===== src/rtl/xsr_pkg.sv =====
package xsr_pkg;

    // Counter condition of the period detector
    typedef enum logic [1:0] {
        CNT_RUN  = 2'd0,
        CNT_HIT  = 2'd1,
        CNT_WRAP = 2'd2
    } cnt_state_e;

    localparam int unsigned RESET_S0 = 1;
    localparam int unsigned RESET_S1 = 0;

endpackage


===== src/rtl/xsr_step.sv =====
module xsr_step #(
    parameter int unsigned W = 12,
    parameter int unsigned A = 8,
    parameter int unsigned B = 2,
    parameter int unsigned C = 3
) (
    input  logic [W-1:0] cur_s0,
    input  logic [W-1:0] cur_s1,
    output logic [W-1:0] nxt_s0,
    output logic [W-1:0] nxt_s1
);
    localparam int unsigned AR = A % W;
    localparam int unsigned CR = C % W;

    logic [W-1:0] mix;
    logic [W-1:0] rot_a;
    logic [W-1:0] rot_c;
    logic [W-1:0] shl_b;

    // rotates are pure wiring, built bit by bit
    for (genvar i = 0; i < W; i++) begin : g_rot
        assign rot_a[i] = cur_s0[(i + W - AR) % W];
        assign rot_c[i] = mix[(i + W - CR) % W];
    end

    // plain logical shift with zero fill
    for (genvar j = 0; j < W; j++) begin : g_shl
        if (j >= B) begin : g_src
            assign shl_b[j] = mix[j - B];
        end else begin : g_zero
            assign shl_b[j] = 1'b0;
        end
    end

    always_comb begin
        mix    = cur_s0 ^ cur_s1;
        nxt_s0 = rot_a ^ mix ^ shl_b;
        nxt_s1 = rot_c;
    end
endmodule


===== src/rtl/xsr_sum.sv =====
module xsr_sum #(
    parameter int unsigned W = 12
) (
    input  logic [W-1:0] cur_s0,
    input  logic [W-1:0] cur_s1,
    output logic [W-1:0] sum_word,
    output logic [W-2:0] sum_hi
);
    always_comb begin
        sum_word = cur_s0 + cur_s1;
        sum_hi   = sum_word[W-1:1];
    end
endmodule


===== src/rtl/xsr_period.sv =====
module xsr_period
    import xsr_pkg::*;
#(
    parameter int unsigned W     = 12,
    parameter int unsigned CNT_W = 32
) (
    input  logic             clk,
    input  logic             rst_n,
    input  logic             adv,
    input  logic             load,
    input  logic [W-1:0]     load_s0,
    input  logic [W-1:0]     load_s1,
    input  logic [W-1:0]     cur_s0,
    input  logic [W-1:0]     cur_s1,
    input  logic [W-1:0]     nxt_s0,
    input  logic [W-1:0]     nxt_s1,
    output logic             period_hit,
    output logic [CNT_W-1:0] iter_cnt,
    output logic             cnt_done
);
    typedef struct packed {
        logic [W-1:0]     sd0;
        logic [W-1:0]     sd1;
        logic             armed;
        logic [CNT_W-1:0] cnt;
        cnt_state_e       cst;
    } per_t;

    per_t per_d, per_q;
    logic [CNT_W-1:0] cnt_inc;
    logic             back_home;

    always_comb begin
        per_d     = per_q;
        cnt_inc   = per_q.cnt + 1'b1;
        back_home = (nxt_s0 == per_q.sd0) && (nxt_s1 == per_q.sd1);
        if (load) begin
            per_d.sd0   = load_s0;
            per_d.sd1   = load_s1;
            per_d.armed = 1'b0;
            per_d.cnt   = '0;
            per_d.cst   = CNT_RUN;
        end else if (adv) begin
            per_d.armed = 1'b1;
            if (per_q.cst == CNT_RUN) begin
                per_d.cnt = cnt_inc;
                if (back_home) begin
                    per_d.cst = CNT_HIT;
                end else if (cnt_inc == '0) begin
                    per_d.cst = CNT_WRAP;
                end
            end
        end
    end

    always_ff @(posedge clk) begin
        if (!rst_n) begin
            per_q.sd0   <= W'(RESET_S0);
            per_q.sd1   <= W'(RESET_S1);
            per_q.armed <= 1'b0;
            per_q.cnt   <= '0;
            per_q.cst   <= CNT_RUN;
        end else begin
            per_q <= per_d;
        end
    end

    assign period_hit = per_q.armed && (cur_s0 == per_q.sd0) && (cur_s1 == per_q.sd1);
    assign iter_cnt   = per_q.cnt;
    assign cnt_done   = (per_q.cst != CNT_RUN);
endmodule


===== src/rtl/xsr_decim.sv =====
module xsr_decim #(
    parameter int unsigned W      = 12,
    parameter int unsigned DEC_N  = 16,
    parameter bit          DEC_EN = 1'b1
) (
    input  logic         clk,
    input  logic         rst_n,
    input  logic [W-1:0] word_in,
    output logic [W-1:0] dec_word,
    output logic         dec_valid
);
    localparam int unsigned DCW = (DEC_N > 1) ? $clog2(DEC_N) : 1;
    localparam logic [DCW-1:0] LAST = DCW'(DEC_N - 1);

    if (DEC_EN) begin : g_on
        typedef struct packed {
            logic [DCW-1:0] tick;
            logic [W-1:0]   word;
            logic           vld;
        } dec_t;

        dec_t dec_d, dec_q;

        always_comb begin
            dec_d     = dec_q;
            dec_d.vld = 1'b0;
            if (dec_q.tick == LAST) begin
                dec_d.tick = '0;
                dec_d.word = word_in;
                dec_d.vld  = 1'b1;
            end else begin
                dec_d.tick = dec_q.tick + 1'b1;
            end
        end

        always_ff @(posedge clk) begin
            if (!rst_n) begin
                dec_q <= '0;
            end else begin
                dec_q <= dec_d;
            end
        end

        assign dec_word  = dec_q.word;
        assign dec_valid = dec_q.vld;
    end else begin : g_off
        assign dec_word  = '0;
        assign dec_valid = 1'b0;
    end
endmodule


===== src/rtl/xsr_prng_top.sv =====
module xsr_prng_top
    import xsr_pkg::*;
#(
    parameter int unsigned W      = 12,
    parameter int unsigned A      = 8,
    parameter int unsigned B      = 2,
    parameter int unsigned C      = 3,
    parameter int unsigned CNT_W  = 32,
    parameter int unsigned DEC_N  = 16,
    parameter bit          DEC_EN = 1'b1
) (
    input  logic             clk,
    input  logic             rst_n,
    input  logic             en,
    input  logic             seed_ld,
    input  logic [W-1:0]     seed_a,
    input  logic [W-1:0]     seed_b,
    output logic [W-1:0]     rnd_word,
    output logic [W-2:0]     rnd_hi,
    output logic [W-1:0]     dec_word,
    output logic             dec_valid,
    output logic             period_hit,
    output logic [CNT_W-1:0] iter_cnt,
    output logic             cnt_done
);
    typedef struct packed {
        logic [W-1:0] s0;
        logic [W-1:0] s1;
    } st_t;

    st_t st_d, st_q;
    logic [W-1:0] nxt_s0, nxt_s1;
    logic [W-1:0] ld_s0, ld_s1;
    logic [W-1:0] cur_s0, cur_s1;
    logic         step;

    assign cur_s0 = st_q.s0;
    assign cur_s1 = st_q.s1;

    xsr_step #(.W(W), .A(A), .B(B), .C(C)) u_step (
        .cur_s0 (cur_s0),
        .cur_s1 (cur_s1),
        .nxt_s0 (nxt_s0),
        .nxt_s1 (nxt_s1)
    );

    always_comb begin
        if ((seed_a == '0) && (seed_b == '0)) begin
            ld_s0 = W'(RESET_S0);
            ld_s1 = W'(RESET_S1);
        end else begin
            ld_s0 = seed_a;
            ld_s1 = seed_b;
        end
        step = en && !seed_ld;
        st_d = st_q;
        if (seed_ld) begin
            st_d.s0 = ld_s0;
            st_d.s1 = ld_s1;
        end else if (en) begin
            st_d.s0 = nxt_s0;
            st_d.s1 = nxt_s1;
        end
    end

    always_ff @(posedge clk) begin
        if (!rst_n) begin
            st_q.s0 <= W'(RESET_S0);
            st_q.s1 <= W'(RESET_S1);
        end else begin
            st_q <= st_d;
        end
    end

    xsr_sum #(.W(W)) u_sum (
        .cur_s0   (cur_s0),
        .cur_s1   (cur_s1),
        .sum_word (rnd_word),
        .sum_hi   (rnd_hi)
    );

    xsr_period #(.W(W), .CNT_W(CNT_W)) u_period (
        .clk        (clk),
        .rst_n      (rst_n),
        .adv        (step),
        .load       (seed_ld),
        .load_s0    (ld_s0),
        .load_s1    (ld_s1),
        .cur_s0     (cur_s0),
        .cur_s1     (cur_s1),
        .nxt_s0     (nxt_s0),
        .nxt_s1     (nxt_s1),
        .period_hit (period_hit),
        .iter_cnt   (iter_cnt),
        .cnt_done   (cnt_done)
    );

    xsr_decim #(.W(W), .DEC_N(DEC_N), .DEC_EN(DEC_EN)) u_decim (
        .clk       (clk),
        .rst_n     (rst_n),
        .word_in   (rnd_word),
        .dec_word  (dec_word),
        .dec_valid (dec_valid)
    );
endmodule


===== config.mk =====
export PLATFORM = sky130hd
export DESIGN_NAME = xsr_prng_top
export DESIGN_NICKNAME = d
export VERILOG_FILES = /design/src/rtl/xsr_pkg.sv /design/src/rtl/xsr_step.sv /design/src/rtl/xsr_sum.sv /design/src/rtl/xsr_period.sv /design/src/rtl/xsr_decim.sv /design/src/rtl/xsr_prng_top.sv
export SDC_FILE = /design/constraint.sdc
export NUM_CORES = 1
export LEC_CHECK = 0
export ABC_AREA = 1
export BUFFER_PORTS_ARGS = -buffer_cell sky130_fd_sc_hd__buf_4
export CAP_MARGIN = 20
export CORE_ASPECT_RATIO = 1.75
export CORE_UTILIZATION = 30
export CTS_BUF_LIST = sky130_fd_sc_hd__clkbuf_4
export DETAILED_ROUTE_END_ITERATION = 12
export HOLD_SLACK_MARGIN = 0.08
export PLACE_DENSITY = 0.52
export SLEW_MARGIN = 5
export SYNTH_ARGS = -nofsm -noshare
export SYNTH_HDL_FRONTEND = slang
export SYNTH_HIERARCHICAL = 1
export SYNTH_SLANG_ARGS = --single-unit

===== constraint.sdc =====
create_clock -name clk -period 5.84 [get_ports clk]
set_input_delay 0.876 -clock clk [delete_from_list [all_inputs] [get_ports clk]]
set_output_delay 0.876 -clock clk [all_outputs]
set_load 0.02 [all_outputs]

* Yosys cells after proc, flatten, opt, wreduce, memory -nomap -nowiden
Cells that the tools add are included.
Storage, ports and cells: word-level logic and storage cells 46, output and inout port bits 70, flip-flop bits (word level) 100
Operators by class: add/subtract/negate cells 3, equality and inequality tests 5, multiplexer cells 7, reduce and logical (&&, ||, !) cells 17, bitwise logic cells 4
Operators by type and width (count):
- $eq 12x12->1 | 4
- $mux 24 | 2
- $xor 12x12->12 | 3
- $add 32x1->32 const B | 1
- $logic_not 32->1 | 1
- $logic_not 12->1 | 2
- $mux 12 | 2
- $add 12x12->12 | 1
- $reduce_bool 2->1 | 3
- $logic_and 1x1->1 | 5
- $add 4x1->4 const B | 1
- $eq 4x4->1 const B | 1
- $mux 2 | 2
- $reduce_or 2->1 | 2
- $reduce_and 3->1 | 1
- $logic_not 2->1 | 1
- $reduce_and 2->1 | 1
- $logic_not 1->1 | 1
- $mux 1 | 1
- $not 1->1 | 1

* Longest topological paths before layout
Gate-level depths: netlist of run 1.
depth after elaboration 7, depth in mapped cells 19

* Cells and area by module
Netlist of run 1, hierarchy kept.
By module, submodules not included:
- xsr_period | sequential area each 1181.1 sq um, cells an instance 712, times used 1, area an instance 4201.5 sq um
- xsr_prng_top | sequential area each 480.5 sq um, cells an instance 227, times used 1, area an instance 1595.3 sq um
- xsr_sum | sequential area each 0.0 sq um, cells an instance 130, times used 1, area an instance 716.9 sq um
- xsr_decim | sequential area each 340.3 sq um, cells an instance 83, times used 1, area an instance 696.9 sq um
- xsr_step | sequential area each 0.0 sq um, cells an instance 138, times used 1, area an instance 609.3 sq um

* Least setup slack after synthesis of run 1
No wires, ideal clock.
path kind register -> output, start point reg st_q (netlist bit cur_s0[0]), end point out rnd_word[6], arrival time 1.822 ns, path buffers 1, required time 4.964 ns, stages on the path, launching flop included 7, path slack 3.142 ns, path through dfxtp_1 ha_1 fa_1 nand2_1 nand3_1 xor2_1 buf_4
On the way: word-level cells in the longest chain between the ends 1
Ends and longest elaborated chain:
- start, declared | line xsr_prng_top.sv:31 | st_t st_d, st_q;
- start signal, assigned | line xsr_prng_top.sv:71 | st_q <= st_d;
- $add 12x12->12 | line xsr_sum.sv:10 | sum_word = cur_s0 + cur_s1;
- end, declared | line xsr_prng_top.sv:18 | output logic [W-1:0] rnd_word,
Every way passes these cells.

* Worst setup path after layout of run 1
start point reg st_q (netlist bit cur_s0[0]), end point out rnd_hi[3]
On the way: word-level cells in the longest chain between the ends 1
Ends and longest elaborated chain:
- $add 12x12->12 | line xsr_sum.sv:10
- end, declared | line xsr_prng_top.sv:19 | output logic [W-2:0] rnd_hi,
Every way passes these cells.

==> flow_summary.ini, run 1 <==
[grt]
grt_util_all_layers_pct = 19.3
grt_antenna_before_repair = 1
grt_pass1_vias = 7142
grt_overflow = 0
grt_max_degree = 63
grt_pass1_wl_um = 38400

[sta]
setup_viol = 0
final.setup.tns_ns = 0
fin_worst_skew_ns = 0.0257
fin_crit_ns = 3.50
fin_crit_sh_pct = 59.9
slew_violations = 0
rsz0062_at_grt = no
hold_viol = 0
maxSlewHeadroom_pct = 52.0
fmax_mhz = 286
tightestPinTransition_ns = 0.718

[synth]
synth_flop_cell = dfxtp_1
syn_nets = 1333
yosys-top-cells-area = dfxtp_1, nand2_1, inv_1, nand3_1, buf_4
synth.avg_cell_area_sq_um = 6.06
synth_top_area_share_pct = 25.6
synth_top_area_cell = dfxtp_1
syn_area_sq_um = 7820
netlist_instances = 1290
yosysWarnings = 6
synthArstFlopShare_pct = 0
synth_cell_type_count = 42
synth-seq-cells = 100
ys_seq_area_share_pct = 25.6
synth_edf_count = 0

[worst_setup_path]
path_cells = ha_1, fa_1, nand2_1, nand3_1, nand2_1, xnor2_1, buf_4
crit_top_cell = nand2_1
critPathSlowestCell = dfxtp_1
criticalPathCategory = register to output pin
crit_path_end_kind = output pin
r2r_slack_ns = 2.99
cp_max_fo = 7
cp.arrival_ns = 2.62
slowest_delay_ns = 0.62
required_ns = 4.96
crit_family = flip-flops
cp_num_buf_inv = 1
cp-start-kind = register

[clock_network]
clock_latency_ns = 0.51
ctsResizeCount = 0
post_cts_buffers = 0
cts_hold_buf = 0
cts_buffers = 9
cts_tree = done
cts-root-buf = clkbuf_4
h-tree-depth = 3
clk_pin_slew_worst_paths_ns = 0.17
cts_sinks = 100
clock_path_buffers = 2

[layout]
fillers = 2937
syn_to_final_growth_pct = 7.73
final_cell_mix = nand2_1, inv_1, nor2_1
design_area_sq_um = 8420
post-route-util_pct = 33.1
drive_gt1_share_pct = 14.9
nets = 1340
layout_commonest_cell = nand2_1
finalNonFillerCells = 1619

[routing]
drc = 0
wire_per_inst_um = 15.6
drt_first_pass_iters = 5
post_drt_via_cell_ratio = 4.72
vias = 7646
drtAntennaViolNets = 0
routed_wl_um = 25200
drt-initial-drc-count = 422

[outcome]
status = completed

[placed_design]
routabilityCongestion = 0.921
dp_hpwl_um = 19900
placed_area_sq_um = 8310
place_inst = 1602
io_buffer_count = 97

[die]
coreArea_sq_um = 25400
rows = 77
die_h_um = 216
start_util_pct = 30.7
die_x_um = 124
dieArea_sq_um = 26700
pin_count = 98

[worst_hold_path]
hold_path_class = register to register

[power]
worst_ir_drop_vdd_uv = 74.0
power_density_nw_per_um2 = 197
p_leak_nw = 4.55

[run]
maxCapViolCount = 0
-- kinds of logic after synthesis --
kind of cell / after synthesis / synth area share, %
fa+ha+maj: 15 / 2.50
compound gates: 119 / 8.45
buf+inv: 299 / 18.0
flops: 100 / 25.6
xor+xnor: 27 / 3.12
simple gates: 730 / 42.4
-- routing by layer --
| layer | global-route usage, % | part of all wire, % |
|---|---|---|
| met5 | 0 | 0 |
| met4 | 11.5 | 5.9 |
| met3 | 2.96 | 4.0 |
| met2 | 38.0 | 56 |
| met1 | 17.7 | 34 |
-- report_power, final --
part	switching, mW	internal, mW
registers	0.0563	0.716
clock network	0.268	0.0929
logic	0.344	0.185
-- path summary, 6_finish.rpt --
path                            start             endpoint  depth (start not counted)
setup / recovery            cur_s0[0]            rnd_hi[3]                          7
hold / removal    u_decim/dec_word[7]  u_decim/dec_word[7]                          2
setup reg to reg            cur_s0[1]    u_period/per_q[1]                         16
hold reg to reg   u_decim/dec_word[7]  u_decim/dec_word[7]                          2
-- worst reg2reg max path, stage by stage (launching register included) --
cell and delay (ns):
dfxtp_1 0.69, xor2_1 0.60, nand3_1 0.16, nand2_1 0.16
inv_1 0.05, nand2_1 0.05, nand2_1 0.05, nor2_1 0.10
nand2_1 0.05, nor2_1 0.12, nand3_1 0.21, nand2_1 0.12
nor2_1 0.04, nand3_1 0.15, nor2_1 0.06, nor2_1 0.08
nor2_1 0.04
-- flip-flops by register name (all words and copies together), names as in the netlist --
signal,flops
u_period/iter_cnt,32
u_period/per_q,27
cur_s0,12
cur_s1,12
u_decim/dec_word,12
u_decim/g_on.dec_q,4
u_decim/dec_valid,1
-- area by class of cell --
type                       instances  area (sq um)  area share [%]
tap                              316           395            4.69
inverter                         194           736            8.73
multi-input combinational        891          4420            52.4
antenna                            1          2.50          0.0297
timing repair buffer             101           758            9.00
clock buffer                      10          75.1           0.891
sequential                       100          2000            23.8
clock inverter                     6          40.0           0.475
-- per-stage QoR --
stage	hold slack (ns)	total power [mW]	worst slack (ns)
3_5_place_dp	0.457	1.32	2.34
4_1_cts	0.485	1.69	2.22
6_report	0.482	1.66	2.34
2_1_floorplan	0.430	1.16	3.14
5_1_grt	0.504	1.77	2.20
3_3_place_gp	0.449	1.31	2.33
-- synthesized netlist by cell type (2+ instances only) --
cell type,count
nor3_1,2
buf_12,2
ha_1,14
buf_4,55
buf_2,5
clkbuf_1,39
inv_2,4
or2_2,5
dfxtp_1,100
inv_1,187
nor2_4,8
a22o_1,2
nor2_1,110
nand4_1,6
xnor2_1,9
buf_6,4
nor4_1,3
nand3b_1,3
nor2_2,9
o211ai_1,15
xor2_1,17
a21oi_1,42
o21ai_0,46
o21ai_1,5
a221oi_1,2
nand2_1,448
nand3_1,87
nand3_2,20
o22ai_1,4
nand2_4,22
nand2_2,4
(Power assumes the default switching activity.)
==> run 2: changes to the inputs <==
--- a/config.mk
+++ b/config.mk
@@ -13,7 +13,7 @@
 export CTS_BUF_LIST = sky130_fd_sc_hd__clkbuf_4
 export DETAILED_ROUTE_END_ITERATION = 12
 export HOLD_SLACK_MARGIN = 0.08
-export PLACE_DENSITY = 0.52
+export PLACE_DENSITY = 0.53
 export SLEW_MARGIN = 5
 export SYNTH_ARGS = -nofsm -noshare
 export SYNTH_HDL_FRONTEND = slang
==> constraint.sdc (replaced) <==
create_clock -name clk -period 3.2 [get_ports clk]
set_input_delay 0.48 -clock clk [delete_from_list [all_inputs] [get_ports clk]]
set_output_delay 0.48 -clock clk [all_outputs]
set_load 0.02 [all_outputs]
==> run 2 against run 1 <==
  * Clock-buffer cell count unchanged
  * Wire length increased by 1.6%
  * Non-clock buffer count increased by 3
  * Via count decreased by 0.67%
  * Worst hold slack got worse by 0.29 ns
  * Clock skew increased by 0.0018 ns
  * Die area unchanged
  * Sequential power increased by 83%
  * Critical path depth decreased by 1
  * Global-route usage increased by 0.48 points
  * Combinational power increased by 84%
  * Highest routed layer unchanged
==> flow_summary.ini, run 2 (synthesis results as in run 1) <==
[outcome]
status = completed

[die]
rows = 77
pin_count = 98
start_util_pct = 30.7
dieArea_sq_um = 26700
die_x_um = 124
die_h_um = 216
coreArea_sq_um = 25400

[power]
comb_power_share_pct = 29.8
worst_ir_drop_vdd_uv = 204
clock_power_share_pct = 27.0
power_density_nw_per_um2 = 383
power.net_switching_mw = 1.22
switching_share_pct = 37.3
finalPower_mw = 3.26
p_leak_nw = 4.59
power.internal_mw = 2.05
p_seq_share_pct = 43.2

[run]
maxCapViolCount = 0

[grt]
grt_antenna_before_repair = 2
grt_max_degree = 44
grt_pass1_wl_um = 39100
grt_overflow = 0
grt_util_all_layers_pct = 19.8
grt_pass1_vias = 7070

[worst_setup_path]
required_ns = 2.72
critPathSlowestCell = a2111oi_0
cp-start-kind = register
criticalPathCategory = register to output pin
cp.arrival_ns = 2.60
cp_max_fo = 5
crit_path_end_kind = output pin
slowest_delay_ns = 0.71
path_cells = xnor2_1, nand2_1, a2111oi_0, nand3_1, nor2_1, buf_4
cp_num_buf_inv = 1
crit_family = compound AO/OA/AOI/OAI gates

[clock_network]
cts_hold_buf = 0
cts_sinks = 100
cts_tree = done
h-tree-depth = 3
cts_buffers = 9
clock_path_buffers = 2
clk_pin_slew_worst_paths_ns = 0.17
cts-root-buf = clkbuf_4
clock_latency_ns = 0.52

[sta]
rsz0062_at_grt = no
slew_violations = 0
fmax_mhz = 324
maxSlewHeadroom_pct = 39.6
tightestPinTransition_ns = 0.883
fin_crit_ns = 3.08
final.setup.tns_ns = 0
hold_viol = 0
fin_crit_sh_pct = 96.3
setup_viol = 0
fin_worst_skew_ns = 0.0276

[placed_design]
dp_hpwl_um = 20200
io_buffer_count = 97
routabilityCongestion = 0.916

[layout]
largest_reg_flops = 32
syn_to_final_growth_pct = 8.99
post-route-util_pct = 33.5
drive_gt1_share_pct = 15.1
nets = 1343
final_cell_mix = nand2_1, inv_1, nor2_1
layout_commonest_cell = nand2_1

[worst_hold_path]
hold_path_class = input pin to register

[routing]
vias = 7595
drtAntennaViolNets = 0
routed_wl_um = 25600
post_drt_via_cell_ratio = 4.68
drc = 0
drt_first_pass_iters = 7
drt-initial-drc-count = 370
wire_per_inst_um = 15.8
==> run 2: final cells by class <==
cell class | count | area [sq um]
inverters | 194 | 736
clock inverters | 5 | 101
repair buffers | 104 | 781
well taps | 316 | 395
diodes | 4 | 10.0
multi-input cells | 891 | 4420
fillers | 2920 | 16900
clock buffers | 10 | 75.1
flip-flops and latches | 100 | 2000
==> run 2: layer usage <==
layer,track usage (%),wire length (um),share of wire (%)
met5,0,0,0
met4,13.3,1570,6.1
met3,3.07,936,3.7
met2,38.1,14300,56
met1,18.2,8770,34
==> run 2: path summary, 6_finish.rpt <==
kind                        from                  end  slack (ns)  depth (start not counted)
max reg2reg            cur_s0[2]    u_period/per_q[1]        0.71                         19
min reg2reg  u_decim/dec_word[8]  u_decim/dec_word[8]        0.48                          2
max                    cur_s1[4]           period_hit        0.12                          6
min                    seed_a[6]   u_period/per_q[53]        0.19                          3
==> run 2: timing repair <==
action | in CTS | in global routing
setup endpoints to repair | 2 | 0
gates resized for setup | 1 | 0
setup buffers | 0 | 0
==> run 2: power by group through the flow <==
stage	registers [mW]	logic [mW]	clock network, mW
after floorplan	1.39	0.719	0
after global placement	1.44	0.965	0
final	1.41	0.973	0.880
after CTS	1.41	0.977	0.918
after detailed placement	1.44	0.972	0
after global routing	1.42	1.08	0.961
==> run 2: worst reg2reg max path: stages, from the launching register on <==
cell	delay, ns
dfxtp_1	0.59
inv_1	0.11
nand2_1	0.12
nand2_1	0.15
inv_1	0.23
nand3_1	0.11
nand2_1	0.11
inv_1	0.05
nand2_1	0.05
nand2_1	0.04
nor2_1	0.14
nand2_1	0.08
nor2_1	0.10
nand3_1	0.15
nand2_1	0.10
nor2_1	0.04
nand3_1	0.07
nor2_1	0.04
nor2_1	0.08
nor2_1	0.04
==> run 2: per-stage QoR <==
step | hold WS, ns | cells | cell area (sq um) | setup WS, ns
final | 0.193 | 1624 | 8520 | 0.118
after global placement | 0.444 | 1605 | 8330 | 0.601
after floorplan | 0.430 | 1290 | 7820 | 0.898
after CTS | 0.153 | 1620 | 8510 | 0.108
after detailed placement | 0.449 | 1605 | 8330 | 0.578
after global routing | 0.164 | 1624 | 8520 | 0.0106
